$ cat config.mk
export PLATFORM = sky130hd
export DESIGN_NAME = lane_sum_reducer
export DESIGN_NICKNAME = d
export VERILOG_FILES = /design/src/rtl/lsr_pkg.sv /design/src/rtl/lsr_lane_mask.sv /design/src/rtl/lsr_ctrl.sv /design/src/rtl/lsr_bank.sv /design/src/rtl/lane_sum_reducer.sv
export SDC_FILE = /design/constraint.sdc
export NUM_CORES = 2
export LEC_CHECK = 0
export ABC_CLOCK_PERIOD_IN_PS = 10500
export BUFFER_PORTS_ARGS = -buffer_cell sky130_fd_sc_hd__buf_4
export CAP_MARGIN = 20
export CORE_ASPECT_RATIO = 1.4
export CORE_MARGIN = 2
export CORE_UTILIZATION = 39
export CTS_BUF_LIST = sky130_fd_sc_hd__clkbuf_4 sky130_fd_sc_hd__clkbuf_8 sky130_fd_sc_hd__clkbuf_16
export DETAILED_ROUTE_END_ITERATION = 8
export HOLD_SLACK_MARGIN = 0.08
export PLACE_DENSITY = 0.58
export SLEW_MARGIN = 20
export SYNTH_ARGS = -nofsm -noshare
export SYNTH_HDL_FRONTEND = slang
export SYNTH_HIERARCHICAL = 1
export SYNTH_SLANG_ARGS = --single-unit
$ cat constraint.sdc
create_clock -name clk -period 10.5 [get_ports clk]
set_clock_uncertainty 0.2 [all_clocks]
set_input_delay 1.575 -clock clk [delete_from_list [all_inputs] [get_ports clk]]
set_output_delay 1.575 -clock clk [all_outputs]
set_load 0.03 [all_outputs]
$ cat src/rtl/lsr_pkg.sv
// Package lsr_pkg
// Shared definitions for the partial-sum reduction unit: the controller
// state encoding used by the controller, the top level and the checker.
package lsr_pkg;

    typedef enum logic [1:0] {
        ST_IDLE  = 2'd0,
        ST_ACCUM = 2'd1,
        ST_TREE  = 2'd2
    } red_state_e;

endpackage

$ cat src/rtl/lsr_lane_mask.sv
// Module lsr_lane_mask
// Works out which lanes of the current beat carry real elements. A lane
// is enabled when its index is below the number of elements still owed.
// Assumes rem_i holds the count of elements not yet accepted.
module lsr_lane_mask #(
    parameter int LANES = 8,
    parameter int NW    = 16
) (
    input  logic [NW-1:0]    rem_i,
    output logic [LANES-1:0] en_o
);

    for (genvar g = 0; g < LANES; g++) begin : g_lane
        // enable lane g while more than g elements remain
        assign en_o[g] = (rem_i > NW'(g));
    end

endmodule

$ cat src/rtl/lsr_ctrl.sv
// Module lsr_ctrl
// Sequencer for one reduction: idle, chunk accumulation, then the halving
// tree. Tracks the remaining element count and the current fold width.
// Assumes LANES is a power of two of at least 2, and that beat_i is high
// only while the block reports ready.
module lsr_ctrl
    import lsr_pkg::*;
#(
    parameter int LANES = 8,
    parameter int NW    = 16,
    localparam int LOG  = $clog2(LANES),
    localparam int HW   = (LOG < 1) ? 1 : LOG
) (
    input  logic          clk,
    input  logic          rst_n,
    input  logic          start_i,
    input  logic [NW-1:0] count_i,
    input  logic          beat_i,
    output red_state_e    st_o,
    output logic [NW-1:0] rem_o,
    output logic          clear_o,
    output logic          acc_o,
    output logic          tree_o,
    output logic [HW-1:0] half_o,
    output logic          last_o
);

    localparam logic [HW-1:0] HALF_INIT = HW'(LANES / 2);
    localparam logic [NW-1:0] CHUNK     = NW'(LANES);

    red_state_e    st_q;
    logic [NW-1:0] rem_q;
    logic [HW-1:0] half_q;

    // state, remaining count and fold width register
    always_ff @(posedge clk) begin
        if (!rst_n) begin
            st_q   <= ST_IDLE;
            rem_q  <= '0;
            half_q <= '0;
        end else begin
            case (st_q)
                ST_IDLE: begin
                    if (start_i) begin
                        rem_q <= count_i;
                        if (count_i == '0) begin
                            st_q   <= ST_TREE;
                            half_q <= HALF_INIT;
                        end else begin
                            st_q <= ST_ACCUM;
                        end
                    end
                end
                ST_ACCUM: begin
                    if (beat_i) begin
                        if (rem_q <= CHUNK) begin
                            rem_q  <= '0;
                            st_q   <= ST_TREE;
                            half_q <= HALF_INIT;
                        end else begin
                            rem_q <= rem_q - CHUNK;
                        end
                    end
                end
                ST_TREE: begin
                    half_q <= half_q >> 1;
                    if (half_q == HW'(1)) begin
                        st_q <= ST_IDLE;
                    end
                end
                default: st_q <= ST_IDLE;
            endcase
        end
    end

    // decode the datapath controls from the current state
    always_comb begin
        st_o    = st_q;
        rem_o   = rem_q;
        half_o  = half_q;
        clear_o = (st_q == ST_IDLE) && start_i;
        acc_o   = (st_q == ST_ACCUM) && beat_i;
        tree_o  = (st_q == ST_TREE);
        last_o  = (st_q == ST_TREE) && (half_q == HW'(1));
    end

endmodule

$ cat src/rtl/lsr_bank.sv
// Module lsr_bank
// Holds the LANES partial sums. It clears them, adds one masked chunk
// lane by lane, or folds the upper half of the active width into the
// lower half. Exposes the next value of partial sum 0 for result capture.
// Assumes at most one of clear_i, acc_i, tree_i is high in a cycle.
module lsr_bank #(
    parameter int LANES = 8,
    parameter int DW    = 16,
    parameter int SW    = 32,
    localparam int LOG  = $clog2(LANES),
    localparam int HW   = (LOG < 1) ? 1 : LOG
) (
    input  logic                clk,
    input  logic                rst_n,
    input  logic                clear_i,
    input  logic                acc_i,
    input  logic [LANES-1:0]    lane_en_i,
    input  logic [LANES*DW-1:0] data_i,
    input  logic                tree_i,
    input  logic [HW-1:0]       half_i,
    output logic [SW-1:0]       head_nxt_o
);

    logic [SW-1:0] part_q   [LANES];
    logic [SW-1:0] part_nxt [LANES];

    // next value of every partial sum for the current operation
    always_comb begin
        for (int j = 0; j < LANES; j++) begin
            part_nxt[j] = part_q[j];
            if (clear_i) begin
                part_nxt[j] = '0;
            end else if (acc_i) begin
                if (lane_en_i[j]) begin
                    part_nxt[j] = part_q[j] + SW'(data_i[j*DW +: DW]);
                end
            end else if (tree_i) begin
                if (j < int'(half_i) && (j + int'(half_i)) < LANES) begin
                    part_nxt[j] = part_q[j] + part_q[j + int'(half_i)];
                end
            end
        end
    end

    // partial sum storage
    always_ff @(posedge clk) begin
        if (!rst_n) begin
            for (int j = 0; j < LANES; j++) begin
                part_q[j] <= '0;
            end
        end else begin
            for (int j = 0; j < LANES; j++) begin
                part_q[j] <= part_nxt[j];
            end
        end
    end

    // the folded head is what the final tree step produces
    assign head_nxt_o = part_nxt[0];

endmodule

$ cat src/rtl/lane_sum_reducer.sv
// Module lane_sum_reducer
// Top level of the reduction unit. It accumulates N elements, arriving as
// LANES-wide chunks, into per-lane partial sums, then folds those in a
// log2(LANES)-step halving tree. The result is shown with a one-cycle
// done strobe. Assumes LANES is a power of two (>= 2); sums wrap at SW bits.
module lane_sum_reducer
    import lsr_pkg::*;
#(
    parameter int LANES = 8,
    parameter int DW    = 16,
    parameter int SW    = 32,
    parameter int NW    = 16,
    localparam int LOG  = $clog2(LANES),
    localparam int HW   = (LOG < 1) ? 1 : LOG
) (
    input  logic                clk,
    input  logic                rst_n,
    input  logic                start_i,
    input  logic [NW-1:0]       count_i,
    input  logic                in_valid_i,
    input  logic [LANES*DW-1:0] in_data_i,
    output logic                in_ready_o,
    output logic [SW-1:0]       sum_o,
    output logic                done_o
);

    red_state_e       st_w;
    logic [NW-1:0]    rem_w;
    logic             clear_w;
    logic             acc_w;
    logic             tree_w;
    logic [HW-1:0]    half_w;
    logic             last_w;
    logic [LANES-1:0] lane_en_w;
    logic [SW-1:0]    head_nxt_w;
    logic             beat_w;
    logic [SW-1:0]    sum_q;
    logic             done_q;

    // a beat is taken only in the accumulation phase
    assign in_ready_o = (st_w == ST_ACCUM);
    assign beat_w     = in_valid_i && in_ready_o;

    lsr_ctrl #(
        .LANES (LANES),
        .NW    (NW)
    ) u_ctrl (
        .clk     (clk),
        .rst_n   (rst_n),
        .start_i (start_i),
        .count_i (count_i),
        .beat_i  (beat_w),
        .st_o    (st_w),
        .rem_o   (rem_w),
        .clear_o (clear_w),
        .acc_o   (acc_w),
        .tree_o  (tree_w),
        .half_o  (half_w),
        .last_o  (last_w)
    );

    lsr_lane_mask #(
        .LANES (LANES),
        .NW    (NW)
    ) u_mask (
        .rem_i (rem_w),
        .en_o  (lane_en_w)
    );

    lsr_bank #(
        .LANES (LANES),
        .DW    (DW),
        .SW    (SW)
    ) u_bank (
        .clk        (clk),
        .rst_n      (rst_n),
        .clear_i    (clear_w),
        .acc_i      (acc_w),
        .lane_en_i  (lane_en_w),
        .data_i     (in_data_i),
        .tree_i     (tree_w),
        .half_i     (half_w),
        .head_nxt_o (head_nxt_w)
    );

    // capture the result and raise done on the final fold
    always_ff @(posedge clk) begin
        if (!rst_n) begin
            sum_q  <= '0;
            done_q <= 1'b0;
        end else begin
            done_q <= last_w;
            if (last_w) begin
                sum_q <= head_nxt_w;
            end
        end
    end

    assign sum_o  = sum_q;
    assign done_o = done_q;

endmodule

==> results.cfg <==
[timing]
rsz0062_at_grt = no
fin_crit_ns = 6.88
hold_viol = 0
relSlewSlack = 0.255
setup_viol = 0
fmax_mhz = 145
setup_tns_ns = 0
timing.final.crit_share = 0.655
maxSlewViolCount = 0
tightest_slew_ns = 1.12

[yosys]
yosysSeqAreaShare = 0.179
synthCells = 4198
synth_edf_count = 0
ys_warn_count = 6
ys.flop_type = dfxtp_1
ys_types = 100
synth.ff_latch_count = 310
syn_nets = 4612
synth_area_sq_mm = 0.0347
synthArstFlopShare = 0
syn_avg_cell_area_sq_um = 8.27

[worst_setup_path]
cp.required_ns = 10.79
path_class = register to register
cp_max_fo = 51
endpoint_kind = register
crit_arrival_ns = 7.17
startpoint_type = register

[finish]
ff_latch_area_sq_mm = 0.00621
fin_nets = 4619
drive_above_1_share = 0.147
n_fill_cell = 8825
syn2layout_area_growth_pct = 10.6
multi_input_area_sq_mm = 0.0272

[detailed_routing]
vias = 33691
vias_per_cell = 6.22
drc = 0
ant_nets = 0
wl_per_cell_microns = 22.9
first_pass_iters = 5
drt_iter0_markers = 2619
routed_wl_microns = 124000

[global_routing]
grt_max_degree = 169
grt_pass1_wl_microns = 189000
grt-ovfl-total = 0
grt_pass1_vias = 31837
antenna_found_initial = 0
grtUsageTotal = 0.264

[cts]
clockBufferDepth = 3
postCtsHoldBufs = 0
numClockSinks = 310
clock-root-buffer = clkbuf_16
cts_setup_buffers = 0
cts_resized = 0
htree_num_levels = 2
cts_tree = built
numCtsBuffers = 42
path_clk_slew_ns = 0.06
clock_latency_ns = 0.60

[floorplan]
num_rows = 129
start_util = 0.393
dieArea_sq_mm = 0.0915
die_y_microns = 357
coreArea_sq_mm = 0.0883
die_w_microns = 256
io_pins = 182

[placement]
port_buffers = 181
hpwlAfterDp_microns = 94500
globalplace.congestion = 0.990

[min_path]
hold_path_class = register to register

[pwr]
ir_drop_uv = 103
fin_total_pwr_w = 0.00370
power.density_mw_per_mm2 = 96.3
p_leak_nw = 15.0

[status]
status = completed

[run]
drv_cap = 0
## kinds of logic after synthesis
group                    synth area share
AND/OR/NAND/NOR                     0.189
XOR/XNOR                           0.0499
buffers and inverters              0.0415
adder cells (fa/ha/maj)            0.0978
multiplexers                        0.221
AO/OA/AOI/OAI                       0.223
flip-flops                          0.179
## cell type report
| cell class | instances | area share |
|---|---|---|
| Sequential cell | 310 | 0.162 |
| Antenna cell | 1 | 0.0000652 |
| Timing Repair Buffer | 225 | 0.0453 |
| Clock buffer | 62 | 0.0335 |
| Inverter | 91 | 0.00890 |
| Multi-Input combinational cell | 3535 | 0.709 |
| Clock inverter | 10 | 0.00303 |
| Tap cell | 1179 | 0.0384 |
## per-stage QoR
| step | instances | cell area [sq um] | hold slack, ns | setup WS, ns | util |
|---|---|---|---|---|---|
| floorplan | 4198 | 34700 | 0.269 | 3.91 | - |
| global placement | 5340 | 37000 | 0.297 | 3.60 | 0.419 |
| detailed placement | 5340 | 37000 | 0.304 | 3.51 | 0.419 |
| CTS | 5412 | 38400 | 0.315 | 3.62 | 0.435 |
| global route | 5412 | 38400 | 0.339 | 3.21 | 0.435 |
| finish | 5413 | 38400 | 0.313 | 3.62 | 0.435 |
## synth_stat cells, types with 22 or more instances
cell      instances  area, sq um
o21a_1           51          383
nor3_1           55          275
nand4_1          42          263
clkbuf_1        190          713
nand3_1         107          536
xor2_1           76          666
o21ai_1          38          190
a21o_1          109          818
inv_1            90          338
nand2b_1         31          194
dfxtp_1         310         6210
a211oi_1         99          743
buf_1            44          165
xnor2_1         120         1050
ha_1            257         3220
and2_1           36          225
mux2i_1         187         1870
nor2_1          286         1070
a31oi_1          27          169
nand2_1         618         2320
a21oi_1         411         2060
and3_1           33          206
o21ai_0         217         1090
o21bai_1         22          165
mux4_2          256         5770
nor2b_1          86          538
## flip-flops by register name, indices dropped and copies added (netlist names)
signal and count:
sum_o 32, u_ctrl/st_o 2, done_o 1, u_ctrl/rem_o 16
u_ctrl/half_o 3, u_bank/part_q 256
## power by group
group	leakage, nW	switching, W	total, W	internal, W
Sequential	2.50	0.0000572	0.00126	0.00120
Combinational	11.8	0.000606	0.000925	0.000319
Clock	0.699	0.000617	0.00151	0.000895
## worst max-delay path: stages, from the launching register on
cell and delay (ns):
dfxtp_4 0.76, inv_1 0.38, ha_4 0.87, buf_4 0.49
mux4_2 0.59, mux2i_1 0.14, o21ai_0 0.15, fa_1 0.51
a211oi_1 0.22, nor2_1 0.13, o311ai_1 0.53, a32oi_1 0.41
a32oi_1 0.69, o21ai_1 0.20, a31oi_1 0.24, or4_1 0.13
nand3_1 0.06
## cell usage in the layout (no fill, tap or decap), drive strengths merged, types with 20 or more instances in the layout
cell type | synthesis | routed
o21a | 51 | 51
nand2b | 31 | 31
xor2 | 77 | 77
nor3 | 55 | 55
clkbuf | 191 | 62
nor2 | 286 | 286
o21ai | 258 | 258
o31ai | 20 | 20
and2 | 37 | 37
a31oi | 27 | 27
and3 | 35 | 35
o211ai | 20 | 20
xnor2 | 120 | 120
nand2 | 619 | 619
dfxtp | 310 | 310
buf | 71 | 225
ha | 257 | 257
inv | 91 | 92
mux4 | 256 | 256
a21o | 111 | 111
a211oi | 99 | 99
o21bai | 22 | 22
mux2i | 187 | 187
nand3 | 107 | 107
nor2b | 86 | 86
a21oi | 411 | 411
nand4 | 43 | 43
or3 | 20 | 20
## final timing paths
| path | end | depth (start not counted) | from | slack, ns |
|---|---|---|---|---|
| hold reg to reg | sum_o[5] | 2 | sum_o[5] | 0.31 |
| setup reg to reg | u_bank/part_q[1][30] | 16 | u_ctrl/half_o[0] | 3.62 |
| hold / removal | sum_o[5] | 2 | sum_o[5] | 0.31 |
| setup / recovery | u_bank/part_q[1][30] | 16 | u_ctrl/half_o[0] | 3.62 |
## routing by layer
| layer | wire length (microns) | vias to the layer above | track usage | part of all wire |
|---|---|---|---|---|
| met5 | 0 | - | 0 | 0 |
| met4 | 4930 | 0 | 0.100 | 0.040 |
| met3 | 9820 | 208 | 0.0444 | 0.079 |
| met2 | 56200 | 1415 | 0.429 | 0.45 |
| met1 | 53100 | 16300 | 0.352 | 0.43 |
| li1 | - | 15768 | - | - |
No activity file was read; power rests on OpenSTA's default activity.
